### src/rtl/uart_rx_pkg.sv
package uart_rx_pkg;
    localparam int DATA_W = 8;
    localparam int NFLAG  = 3;
    localparam int FLG_FE = 0;
    localparam int FLG_PE = 1;
    localparam int FLG_OV = 2;

    typedef enum logic [2:0] {
        RX_IDLE, RX_START, RX_DATA, RX_PAR, RX_STOP, RX_WAITHI
    } rx_state_e;

    typedef struct packed {
        logic [DATA_W-1:0] data;
        logic              fe;
        logic              pe;
    } rx_entry_t;
endpackage

### src/rtl/rx_shifter.sv
module rx_shifter
    import uart_rx_pkg::*;
#(
    parameter int OSR = 16
) (
    input  logic      clk,
    input  logic      rst_n,
    input  logic      tick16,
    input  logic      rxd,
    input  logic      par_en,
    input  logic      par_odd,
    output logic      done,
    output rx_entry_t chr
);
    localparam int TW = $clog2(OSR);
    localparam int BW = $clog2(DATA_W);
    localparam logic [TW-1:0] T_LAST = TW'(OSR - 1);
    localparam logic [TW-1:0] T_HALF = TW'(OSR / 2 - 1);
    localparam logic [BW-1:0] B_LAST = BW'(DATA_W - 1);

    typedef struct packed {
        logic [1:0]        sync;
        rx_state_e         st;
        logic [TW-1:0]     tcnt;
        logic [BW-1:0]     bcnt;
        logic [DATA_W-1:0] sh;
        logic              pbit;
        logic              done;
        rx_entry_t         chr;
    } sh_state_t;

    sh_state_t q, d;
    logic      rx;

    assign rx = q.sync[1];

    always_comb begin
        d      = q;
        d.done = 1'b0;
        d.sync = {q.sync[0], rxd};
        if (q.st == RX_WAITHI) begin
            if (rx) d.st = RX_IDLE;
        end else if (tick16) begin
            case (q.st)
                RX_IDLE: begin
                    if (!rx) begin
                        d.st   = RX_START;
                        d.tcnt = '0;
                    end
                end
                RX_START: begin
                    if (q.tcnt == T_HALF) begin
                        d.tcnt = '0;
                        d.bcnt = '0;
                        d.st   = rx ? RX_IDLE : RX_DATA;
                    end else begin
                        d.tcnt = q.tcnt + 1'b1;
                    end
                end
                RX_DATA: begin
                    if (q.tcnt == T_LAST) begin
                        d.tcnt = '0;
                        d.sh   = {rx, q.sh[DATA_W-1:1]};
                        if (q.bcnt == B_LAST) d.st = par_en ? RX_PAR : RX_STOP;
                        else                  d.bcnt = q.bcnt + 1'b1;
                    end else begin
                        d.tcnt = q.tcnt + 1'b1;
                    end
                end
                RX_PAR: begin
                    if (q.tcnt == T_LAST) begin
                        d.tcnt = '0;
                        d.pbit = rx;
                        d.st   = RX_STOP;
                    end else begin
                        d.tcnt = q.tcnt + 1'b1;
                    end
                end
                RX_STOP: begin
                    if (q.tcnt == T_LAST) begin
                        d.tcnt     = '0;
                        d.done     = 1'b1;
                        d.chr.data = q.sh;
                        d.chr.fe   = ~rx;
                        d.chr.pe   = par_en & ((^q.sh) ^ q.pbit ^ par_odd);
                        d.st       = rx ? RX_IDLE : RX_WAITHI;
                    end else begin
                        d.tcnt = q.tcnt + 1'b1;
                    end
                end
                default: d.st = RX_IDLE;
            endcase
        end
    end

    always_ff @(posedge clk or negedge rst_n) begin
        if (!rst_n) begin
            q      <= '0;
            q.sync <= 2'b11;
            q.st   <= RX_IDLE;
        end else begin
            q <= d;
        end
    end

    assign done = q.done;
    assign chr  = q.chr;

    assert_done_single_R1: assert property (@(posedge clk) disable iff (!rst_n)
        done |=> !done);
    assert_waithi_after_fe_R5: assert property (@(posedge clk) disable iff (!rst_n)
        (done && chr.fe) |-> (q.st == RX_WAITHI || rx));
    assert_no_pe_unless_par_R6: assert property (@(posedge clk) disable iff (!rst_n)
        (!par_en && d.done) |=> !chr.pe);
endmodule

### src/rtl/rx_fifo2.sv
module rx_fifo2
    import uart_rx_pkg::*;
(
    input  logic      clk,
    input  logic      rst_n,
    input  logic      wr,
    input  rx_entry_t wr_chr,
    input  logic      rd,
    output rx_entry_t head,
    output logic      empty,
    output logic      full,
    output logic      head_new,
    output logic      head_new_fe,
    output logic      head_new_pe,
    output logic      ovr
);
    localparam int DEPTH = 2;

    typedef struct packed {
        rx_entry_t [DEPTH-1:0] mem;
        logic [1:0]            cnt;
    } fifo_state_t;

    fifo_state_t q, d;
    logic        do_rd, do_wr;
    logic [1:0]  c1;

    always_comb begin
        d     = q;
        do_rd = rd && (q.cnt != 2'd0);
        do_wr = wr && ((q.cnt != 2'(DEPTH)) || do_rd);
        ovr   = wr && !do_wr;
        c1    = q.cnt - {1'b0, do_rd};
        if (do_rd) d.mem[0] = q.mem[1];
        if (do_wr) d.mem[c1[0]] = wr_chr;
        d.cnt = c1 + {1'b0, do_wr};
        head_new = (do_rd && q.cnt == 2'd2) || (do_wr && c1 == 2'd0);
    end

    assign head_new_fe = d.mem[0].fe;
    assign head_new_pe = d.mem[0].pe;

    always_ff @(posedge clk or negedge rst_n) begin
        if (!rst_n) q <= '0;
        else        q <= d;
    end

    assign head  = q.mem[0];
    assign empty = (q.cnt == 2'd0);
    assign full  = (q.cnt == 2'(DEPTH));

    assert_overrun_keeps_entries_R4: assert property (@(posedge clk) disable iff (!rst_n)
        ovr |=> (full && q.mem[0].data == $past(q.mem[0].data)
                      && q.mem[1].data == $past(q.mem[1].data)));
    assert_rd_empty_ignored_R3: assert property (@(posedge clk) disable iff (!rst_n)
        (rd && empty && !wr) |=> empty);
    assert_order_kept_R3: assert property (@(posedge clk) disable iff (!rst_n)
        (rd && full && !wr) |=> (!full && head.data == $past(q.mem[1].data)));
endmodule

### src/rtl/rx_flags.sv
module rx_flags
    import uart_rx_pkg::*;
(
    input  logic             clk,
    input  logic             rst_n,
    input  logic             head_new,
    input  logic             head_new_fe,
    input  logic             head_new_pe,
    input  logic             ovr,
    input  logic [NFLAG-1:0] clr,
    input  logic [NFLAG-1:0] ien,
    output logic [NFLAG-1:0] flags,
    output logic             irq
);
    logic [NFLAG-1:0] set_v;
    logic [NFLAG-1:0] flag_d, flag_q;

    always_comb begin
        set_v         = '0;
        set_v[FLG_FE] = head_new & head_new_fe;
        set_v[FLG_PE] = head_new & head_new_pe;
        set_v[FLG_OV] = ovr;
        flag_d        = (flag_q & ~clr) | set_v;
    end

    always_ff @(posedge clk or negedge rst_n) begin
        if (!rst_n) flag_q <= '0;
        else        flag_q <= flag_d;
    end

    assign flags = flag_q;
    assign irq   = |(flag_q & ien);

    assert_ovr_sets_flag_R4: assert property (@(posedge clk) disable iff (!rst_n)
        ovr |=> flags[FLG_OV]);
    assert_fe_on_head_R7: assert property (@(posedge clk) disable iff (!rst_n)
        (head_new && head_new_fe) |=> flags[FLG_FE]);
    assert_pe_on_head_R7: assert property (@(posedge clk) disable iff (!rst_n)
        (head_new && head_new_pe) |=> flags[FLG_PE]);
    assert_sticky_R8: assert property (@(posedge clk) disable iff (!rst_n)
        (flags[FLG_PE] && !clr[FLG_PE]) |=> flags[FLG_PE]);
    assert_clear_R8: assert property (@(posedge clk) disable iff (!rst_n)
        (clr[FLG_FE] && !(head_new && head_new_fe)) |=> !flags[FLG_FE]);
endmodule

### src/rtl/uart_rx_errq.sv
module uart_rx_errq
    import uart_rx_pkg::*;
#(
    parameter int OSR = 16
) (
    input  logic              clk,
    input  logic              rst_n,
    input  logic              tick16,
    input  logic              rxd,
    input  logic              par_en,
    input  logic              par_odd,
    input  logic              rd_stb,
    output logic [DATA_W-1:0] rd_data,
    output logic              rd_fe,
    output logic              rd_pe,
    output logic              empty,
    output logic              full,
    output logic [NFLAG-1:0]  flags,
    input  logic [NFLAG-1:0]  flag_clr,
    input  logic [NFLAG-1:0]  irq_en,
    output logic              irq
);
    logic      done, head_new, head_new_fe, head_new_pe, ovr;
    rx_entry_t chr, head;

    rx_shifter #(.OSR(OSR)) u_shift (
        .clk(clk), .rst_n(rst_n), .tick16(tick16), .rxd(rxd),
        .par_en(par_en), .par_odd(par_odd), .done(done), .chr(chr)
    );

    rx_fifo2 u_fifo (
        .clk(clk), .rst_n(rst_n), .wr(done), .wr_chr(chr), .rd(rd_stb),
        .head(head), .empty(empty), .full(full), .head_new(head_new),
        .head_new_fe(head_new_fe), .head_new_pe(head_new_pe), .ovr(ovr)
    );

    rx_flags u_flags (
        .clk(clk), .rst_n(rst_n), .head_new(head_new), .head_new_fe(head_new_fe),
        .head_new_pe(head_new_pe), .ovr(ovr), .clr(flag_clr), .ien(irq_en),
        .flags(flags), .irq(irq)
    );

    assign rd_data = head.data;
    assign rd_fe   = head.fe;
    assign rd_pe   = head.pe;

    assert_irq_needs_flag_R9: assert property (@(posedge clk) disable iff (!rst_n)
        irq |-> ((flags & irq_en) != '0));
endmodule

### config.mk
export PLATFORM = sky130hd
export DESIGN_NAME = uart_rx_errq
export DESIGN_NICKNAME = d
export VERILOG_FILES = /design/src/rtl/uart_rx_pkg.sv /design/src/rtl/rx_shifter.sv /design/src/rtl/rx_fifo2.sv /design/src/rtl/rx_flags.sv /design/src/rtl/uart_rx_errq.sv
export SDC_FILE = /design/constraint.sdc
export NUM_CORES = 1
export LEC_CHECK = 0
export BUFFER_PORTS_ARGS = -buffer_cell sky130_fd_sc_hd__buf_4
export CAP_MARGIN = 40
export CORE_MARGIN = 10
export CORE_UTILIZATION = 40
export DETAILED_ROUTE_END_ITERATION = 10
export SKIP_LAST_GASP = 1
export SYNTH_ARGS = -nofsm -noshare
export SYNTH_HDL_FRONTEND = slang
export SYNTH_HIERARCHICAL = 1
export SYNTH_SLANG_ARGS = --single-unit
### constraint.sdc
create_clock -name clk -period 2.31 [get_ports clk]
set_clock_uncertainty 0.15 [all_clocks]
set_input_delay 0.3465 -clock clk [delete_from_list [all_inputs] [get_ports clk]]
set_output_delay 0.3465 -clock clk [all_outputs]
set_load 0.01 [all_outputs]
==> qor.yml, run 1 <==
grt:
  grt_max_degree: 58
  grt_pass1_vias: 1833
  antenna_found_initial: 0
  track_usage_pct: 9.66
  grt-ovfl-total: 0
  grt_pass1_wl_microns: 8990
yosys:
  synth.distinct_cells: 46
  async_flop_share_pct: 100
  synth_most_common_cell: "dfrtp_1"
  yosys.area.top_type: "dfrtp_1"
  synth_common_cells: "55 x dfrtp_1, 32 x mux2_4, 21 x buf_4"
  synth_seq_cells: 57
  syn_inst: 236
  yosysWarnings: 6
  ys_top_cells_by_area: "dfrtp_1 45%, mux2_4 16%, mux2_2 5.9%, buf_4 5.2%, xnor2_1 3.5%"
  ys_seq_area_share_pct: 47.1
  yosys_most_used_dff: "dfrtp_1"
  syn_nets: 253
  syn_area_sq_um: 3040
  avgSynthCellArea_sq_um: 12.9
  yosysTopAreaCellShare_pct: 45.3
  synth_edf_count: 0
drt:
  wirelength_microns: 4970
  drcViolationCount: 0
  drtIter0Drc: 48
  dr_total_vias: 1742
  wl_per_cell_microns: 13.9
  avgViaCountPerCell: 4.88
  dr.pass1.iters: 4
  ant_nets: 0
place:
  dp_hpwl_microns: 3470
  gp_congestion: 0.864
  dp_cells: 339
  portBuffers: 28
  dpl-instance-area_sq_um: 3150
final_layout:
  n_antenna_cell: 0
  area_delta_synth_final_pct: 12.0
  drive_above_1_share_pct: 42.2
  stdcell_count: 357
  fin_area_sq_um: 3400
  nets: 270
setup_path:
  arrival_ns: 2.12
  start_kind: "flop"
  critPathMaxStageDelay_ns: 0.44
  r2r_cells: 6
  path_cells: "o21ai_2 > inv_1 > ha_1 > nor3b_2 > buf_4 > mux2_2"
  reg2reg_from: "u_fifo/q[1]$_DFF_PN0_"
  worstPathRequired_ns: 2.39
  crit_path_end_kind: "flop"
  cpMaxStageDelayCell: "dfrtp_1"
  rr_endpoint: "u_fifo/q[17]$_DFFE_PN0P_"
  rrSetupSlack_ns: 0.27
  worstPathMaxFanout: 11
  critical_path_class: "reg -> reg"
sta:
  max_slew_margin_pct: 51.8
  tightest_slew_ns: 0.723
  fin_hold_ws_ns: 0.0428
  fin_crit_ns: 2.04
  finalSetupViolations: 0
  fmax_mhz: 490
  setup_tns_ns: 0
  min_period_over_period_pct: 88.3
  hold_viol_final: 0
  rsz0062_at_grt: "false"
  finalMaxSlewViolations: 0
floorplan:
  io_pins: 29
  initial_utilization_pct: 41.4
  die_y_microns: 107
  row_count: 31
  die_w_microns: 107
  die-area_sq_um: 11500
  core_sq_um: 7330
worst_hold_path:
  min_from: "flag_clr[0]"
  hold_class: "in -> reg"
  hold_end: "u_flags/flags[0]$_DFF_PN0_"
  hold-path-cell-count: 2
power_and_ir_drop:
  finalPower_mw: 2.86
  p_leak_nw: 1.67
  power_density_nw_per_um2: 842
  ir_drop_v: 0.000667
clock_tree:
  post_cts_buffers: 0
  cts-root-buf: "clkbuf_8"
  clock_path_buffers: 2
  cts_made_buffers: 9
  clkTransAtPathRegs_ns: 0.08
  cts_num_sinks: 57
  cts_tree: "yes"
  ctsHoldBuffers: 2
  cts_max_level: 3
  cts_resized: 0
  insertion_delay_ns: 0.33
status:
  status: "finished, final reports clean"
job:
  cap_viol_max_count: 0
-- routing by layer --
layer,vias up,share of wire [%],global-route usage (%)
met3,4,6.9,4.31
met2,50,45,14.1
li1,852,-,-
met5,-,0,0
met1,836,47,12.0
met4,0,1.3,4.06
-- layout make-up --
type                    count  area [sq um]
well taps                  99           124
fillers                   649          3930
multi-input cells         139          1310
repair buffers             34           260
flip-flops and latches     57          1430
clock buffers               9           124
inverters                  12          45.0
clock inverters             7           104
-- worst max-delay path: cells and delay by family (launching register included) --
family | cells | cell delay (ns)
buffers and inverters | 2 | 0.30
adders and majority gates | 1 | 0.33
muxes | 1 | 0.35
DFF | 1 | 0.44
and+or+nand+nor | 1 | 0.19
AOI/OAI and AO/OA | 1 | 0.17
-- stage by stage --
step | utilization (%) | worst slack (ns)
global placement | 43.0 | 0.300
floorplan | - | 0.166
global route | 46.4 | 0.0862
detailed placement | 43.0 | 0.273
finish | 46.4 | 0.269
CTS | 46.4 | 0.253
-- registers in the layout, summed over array words and instances (netlist names) --
name / flops
u_shift/chr: 10
u_shift/q: 20
u_fifo/q: 12
u_shift/done: 1
u_flags/flags: 3
u_shift/d: 1
u_fifo/head: 10
-- report_power, final --
group | internal, mW | switching, mW | total, mW
clock | 0.617 | 0.417 | 1.03
sequential | 1.08 | 0.132 | 1.21
combinational | 0.270 | 0.350 | 0.620
-- layout by cell type (no fill, tap or decap), types with 2 or more instances in the layout --
cell type / n
o22ai_1: 2
bufinv_16: 2
nor4_1: 2
dfstp_2: 2
mux2i_1: 3
nand2_1: 16
nor3_1: 4
a21o_1: 2
nand3_1: 3
a21oi_1: 2
ha_1: 4
xnor2_1: 12
o21ai_0: 9
mux2_4: 32
clkinv_4: 4
nor2_1: 4
nand2b_1: 4
mux2_2: 16
dlygate4sd3_1: 2
buf_4: 32
inv_1: 10
a22o_1: 2
clkbuf_8: 9
dfrtp_1: 55
inv_2: 2
-- worst max-delay path by stage --
stage / startpoint / to / slack (ns)
3_5_place_dp: u_fifo/q[1]$_DFF_PN0_ / u_fifo/q[17]$_DFFE_PN0P_ / 0.27
4_1_cts: u_fifo/q[1]$_DFF_PN0_ / u_fifo/q[17]$_DFFE_PN0P_ / 0.25
6_report: u_fifo/q[1]$_DFF_PN0_ / u_fifo/q[17]$_DFFE_PN0P_ / 0.27
3_3_place_gp: u_fifo/q[1]$_DFF_PN0_ / u_fifo/q[17]$_DFFE_PN0P_ / 0.30
5_1_grt: u_shift/q[29]$_DFFE_PN0P_ / u_shift/q[20]$_DFFE_PN0P_ / 0.09
2_1_floorplan: u_fifo/q[1]$_DFF_PN0_ / u_fifo/q[12]$_DFFE_PN0P_ / 0.17
-- kinds of logic after synthesis --
| kind of cell | count (synthesis) | share of synthesized area [%] |
|---|---|---|
| buffers and inverters | 40 | 9.65 |
| multiplexers | 51 | 22.8 |
| flip-flops | 57 | 47.1 |
| AO/OA/AOI/OAI | 28 | 6.84 |
| adder cells (fa/ha/maj) | 4 | 1.65 |
| XOR/XNOR | 13 | 3.75 |
| AND/OR/NAND/NOR | 43 | 8.29 |
Power figures use the tool's default switching activity.
==> run 2, diff against run 1 <==
- BUFFER_PORTS_ARGS: -buffer_cell sky130_fd_sc_hd__buf_4 -> -buffer_cell sky130_fd_sc_hd__buf_2
==> run 2 against run 1 <==
  * Non-clock buffer count increased by 3
  * Sequential power barely moved
  * Clock power barely moved
  * Global-route usage shrank 0.35 points
  * Clock-buffer cell count unchanged
  * Combinational power decreased by 2%
  * Final cell count increased by 0.84%
  * First-iteration DRC count is 21% lower
  * Utilization fell by 0.50 points
  * Cell area down 1.1%
  * Register-to-register slack hardly changed
  * Power barely moved
  * Critical endpoint unchanged
==> qor.yml, run 2 (synthesized netlist as in run 1, its figures left out) <==
setup_path:
  worstPathRequired_ns: 2.38
  arrival_ns: 2.12
  crit_path_end_kind: "flop"
  critical_path_class: "reg -> reg"
  worstPathMaxFanout: 7
  start_kind: "flop"
  rrSetupSlack_ns: 0.26
drt:
  dr_total_vias: 1758
  wl_per_cell_microns: 13.9
  wirelength_microns: 4990
  drtIter0Drc: 38
  ant_nets: 0
  drcViolationCount: 0
  dr.pass1.iters: 4
  avgViaCountPerCell: 4.88
final_layout:
  nets: 273
  top_regs: "u_shift/q: 20 flops, u_fifo/q: 12 flops"
  area_delta_synth_final_pct: 10.8
  fin_area_sq_um: 3360
  max_flop_register: "u_shift/q"
  mostFrequentLayoutCells: "55 x dfrtp_1, 32 x mux2_4, 28 x buf_2"
  multi_input_area_sq_um: 1310
  regArea_sq_um: 1430
  nFillCells: 672
  layout_commonest_cell: "dfrtp_1"
  largest_reg_flops: 20
  drive_above_1_share_pct: 42.9
  n_antenna_cell: 0
clock_tree:
  post_cts_buffers: 0
  cts_max_level: 3
  clkTransAtPathRegs_ns: 0.07
  cts_num_sinks: 57
  clock_path_buffers: 2
  cts_made_buffers: 9
  cts_tree: "yes"
  cts-root-buf: "clkbuf_8"
  insertion_delay_ns: 0.33
floorplan:
  die_y_microns: 107
  die-area_sq_um: 11500
  initial_utilization_pct: 41.4
  core_sq_um: 7330
  row_count: 31
  io_pins: 29
  die_w_microns: 107
grt:
  grt-ovfl-total: 0
  antenna_found_initial: 0
  grt_max_degree: 29
  grt_pass1_wl_microns: 8740
  grt_pass1_vias: 1808
  track_usage_pct: 9.30
place:
  gp_congestion: 0.862
  preCtsSetupSlack_ns: 0.261
  dpl-instance-area_sq_um: 3120
  dp_hpwl_microns: 3680
  portBuffers: 28
sta:
  hold_viol_final: 0
  tightest_slew_ns: 0.637
  fin_ws_ns: 0.259
  finalSetupViolations: 0
  fmax_mhz: 488
  min_period_over_period_pct: 88.8
  setup_tns_ns: 0
  finalMaxSlewViolations: 0
  max_slew_margin_pct: 57.5
  rsz0062_at_grt: "false"
  fin_crit_ns: 2.05
power_and_ir_drop:
  seqPwrFrac_pct: 42.4
  pwr-share-comb_pct: 21.2
  ir_drop_v: 0.000487
  finalPower_mw: 2.86
  p_sw_share_pct: 31.8
  p_clk_share_pct: 36.4
  power.net_switching_uw: 910
  power_density_nw_per_um2: 851
  p_leak_nw: 1.68
  internal-power_mw: 1.95
status:
  status: "finished, final reports clean"
job:
  cap_viol_max_count: 0
worst_hold_path:
  hold_class: "in -> reg"
-- run 2: changes by cell type in the layout (fill, tap and decap cells not counted), sizes merged --
cell,previous run,this run
buf,32,35
clkinvlp,0,1
clkinv,4,3
-- run 2: power groups by stage --
stage | Combinational [mW] | Clock [mW] | Sequential (mW)
floorplan | 0.549 | 0 | 1.17
global placement | 0.602 | 0 | 1.22
detailed placement | 0.606 | 0 | 1.23
CTS | 0.613 | 1.07 | 1.21
global route | 0.683 | 1.12 | 1.23
finish | 0.608 | 1.04 | 1.21
-- run 2: through the flow --
stage / util [%] / std cells / hold WS (ns)
detailed placement: 42.5 / 342 / 0.201
global route: 45.9 / 360 / 0.0318
global placement: 42.5 / 342 / 0.199
floorplan: - / 236 / -0.0991
CTS: 45.9 / 360 / 0.0290
finish: 45.9 / 360 / 0.0444
-- run 2: worst max-delay path: stages (launching register included) --
cell and delay, ns:
dfrtp_1 0.45, o21ai_2 0.17, inv_1 0.06, ha_1 0.33, nor3b_2 0.23, buf_4 0.21
mux2_2 0.34
-- run 2: final timing paths --
check	to	startpoint	cells past startpoint
worst max-delay path	u_fifo/q[17]$_DFFE_PN0P_	u_fifo/q[1]$_DFF_PN0_	6
worst min-delay path	u_flags/flags[1]$_DFF_PN0_	flag_clr[1]	2
worst max register to register	u_fifo/q[17]$_DFFE_PN0P_	u_fifo/q[1]$_DFF_PN0_	6
worst min register to register	u_shift/q[31]$_DFF_PN1_	u_shift/d[31]$_DFF_PN1_	0
max in group asynchronous	u_shift/q[21]$_DFFE_PN0P_	rst_n	3
min in group asynchronous	u_flags/flags[1]$_DFF_PN0_	rst_n	2
-- run 2: repair_timing --
action / in CTS / in global routing
endpoints found under the hold margin: 27 / 0
hold buffers: 2 / 0
gates resized for setup: 0 / 0
-- run 2: layout make-up --
cell class	count	area share, %
clock buffer	9	3.68
clock inverter	7	3.05
inverter	12	1.34
multi-input combinational	139	39.1
sequential	57	42.5
tap	99	3.68
timing repair buffer	37	6.70
-- run 2: routing by layer --
layer	vias up	global-route usage [%]	share of wire (%)
met5	-	0	0
met4	0	3.19	1.4
met3	8	4.25	7.7
met2	48	14.1	44
met1	846	11.4	47
li1	856	-	-
==> run 3, diff against run 2 <==
- PLACE_DENSITY: default -> 0.56
==> run 3 against run 2 <==
  * Sequential share of layout area about the same
  * Register-to-register slack worse by 0.02 ns
  * Global-route usage up 0.20 points
  * Power up 0.11%
  * Sequential power about the same
  * Worst setup slack worse by 0.018 ns
  * Combinational power about the same
  * Utilization down 0.051 points
  * Clock power about the same
  * First-iteration DRC count up 110%
  * Sequential cell count unchanged
  * Largest power group unchanged
==> qor.yml, run 3 (synthesized netlist as in run 1, its figures left out) <==
status:
  status: "finished, final reports clean"
job:
  cap_viol_max_count: 0
clock_tree:
  clock_path_buffers: 2
  cts_max_level: 3
  post_cts_buffers: 0
  cts_tree: "yes"
  insertion_delay_ns: 0.34
  cts-root-buf: "clkbuf_8"
  clkTransAtPathRegs_ns: 0.07
  cts_made_buffers: 9
  cts_num_sinks: 57
final_layout:
  layout_commonest_cell: "dfrtp_1"
  fin_util_pct: 45.8
  mostFrequentLayoutCells: "55 x dfrtp_1, 32 x mux2_4, 28 x buf_2"
  area_delta_synth_final_pct: 10.7
  largest_reg_flops: 20
  top_regs: "u_shift/q: 20 flops, u_fifo/q: 12 flops"
  nets: 272
  nFillCells: 666
  n_antenna_cell: 0
  drive_above_1_share_pct: 42.3
  max_flop_register: "u_shift/q"
drt:
  ant_nets: 0
  wirelength_microns: 5090
  wl_per_cell_microns: 14.2
  dr.pass1.iters: 4
  drtIter0Drc: 81
  dr_total_vias: 1745
  avgViaCountPerCell: 4.86
  drcViolationCount: 0
floorplan:
  die_w_microns: 107
  initial_utilization_pct: 41.4
  io_pins: 29
  die-area_sq_um: 11500
  row_count: 31
  core_sq_um: 7330
  die_y_microns: 107
grt:
  met3_usage_pct: 5.15
  antenna_found_initial: 0
  use_met1_pct: 11.7
  grt_max_degree: 58
  grt_pass1_wl_microns: 8640
  grt-ovfl-total: 0
  gr-usage-met2_pct: 13.2
  track_usage_pct: 9.50
  grt_pass1_vias: 1731
  busiest_layer: "met2"
setup_path:
  critPathMaxStageDelay_ns: 0.51
  cp_top_family: "simple AND/OR/NAND/NOR gates"
  critical_path_class: "reg -> reg"
  worstPathRequired_ns: 2.42
  cp.depth: 6
  worst-path-buf-inv: 0
  r2r_cells: 6
  arrival_ns: 2.18
  cpMaxStageDelayCell: "nor3_1"
  crit_path_end_kind: "flop"
  worstPathMaxFanout: 5
  start_kind: "flop"
  path_cells: "ha_1 > nand2_1 > nor2_1 > o311ai_2 > nor3_1 > mux2i_1"
sta:
  fmax_mhz: 483
  min_period_over_period_pct: 89.6
  hold_viol_final: 0
  rsz0062_at_grt: "false"
  tightest_slew_ns: 0.535
  max_slew_margin_pct: 64.1
  finalSetupViolations: 0
  finalMaxSlewViolations: 0
  setup_tns_ns: 0
  fin_crit_ns: 2.07
place:
  dp_hpwl_microns: 3530
  gp_congestion: 0.817
  portBuffers: 28
worst_hold_path:
  hold_class: "in -> reg"
  hold-path-cell-count: 2
power_and_ir_drop:
  finalPower_mw: 2.86
  ir_drop_v: 0.000570
  p_leak_nw: 1.68
  power_density_nw_per_um2: 853
-- run 3: cell count changes in the layout (fill, tap and decap cells not counted) --
cell / delta
buf_4: -2
clkinv_4: +1
clkinvlp_4: -1
dlygate4sd3_1: +1
-- run 3: worst reg2reg max path, delay by kind of cell, from the launching register on --
kind	cells	cell delay [ns]
adders and majority gates	1	0.24
DFF	1	0.39
AOI/OAI and AO/OA	1	0.17
and+or+nand+nor	3	0.79
muxes	1	0.25
-- run 3: layer usage --
layer,up-vias,wire length [microns]
met5,-,0
met1,854,2470
li1,848,-
met2,37,2230
met3,6,305
met4,0,80
-- run 3: stage by stage --
step | instances | setup slack, ns | instance area, sq um | hold slack (ns)
CTS | 359 | 0.235 | 3360 | 0.0199
finish | 359 | 0.241 | 3360 | 0.0555
global placement | 340 | 0.295 | 3100 | 0.206
detailed placement | 340 | 0.248 | 3100 | 0.204
global route | 359 | 0.105 | 3360 | 0.0396
floorplan | 236 | 0.166 | 3040 | -0.0991
-- run 3: worst paths after layout --
path,start,slack (ns),endpoint
worst max register to register,u_shift/q[23]$_DFFE_PN0P_,0.24,u_shift/q[27]$_DFFE_PN0P_
min in group asynchronous,rst_n,0.39,u_fifo/head[8]$_DFF_PN0_
max in group asynchronous,rst_n,1.31,u_shift/q[31]$_DFF_PN1_
worst max-delay path,u_shift/q[23]$_DFFE_PN0P_,0.24,u_shift/q[27]$_DFFE_PN0P_
worst min register to register,u_shift/d[31]$_DFF_PN1_,0.21,u_shift/q[31]$_DFF_PN1_
worst min-delay path,flag_clr[1],0.06,u_flags/flags[1]$_DFF_PN0_
-- run 3: report_power, final --
part / switching [mW] / internal, mW / leakage (nW)
clock: 0.431 / 0.617 / 0.114
combinational: 0.349 / 0.259 / 0.786
sequential: 0.131 / 1.08 / 0.777
-- run 3: cell type report --
cell class	count	area (sq um)	share of cell area [%]
Clock buffer	9	124	3.69
Clock inverter	7	104	3.09
Inverter	12	45.0	1.34
Multi-Input combinational cell	139	1310	39.1
Sequential cell	57	1430	42.5
Tap cell	99	124	3.69
Timing Repair Buffer	36	220	6.55
-- run 3: timing repair --
item / in CTS / in global routing
hold buffers: 3 / 0
resized for setup: 0 / 0
hold endpoints to repair: 57 / 0
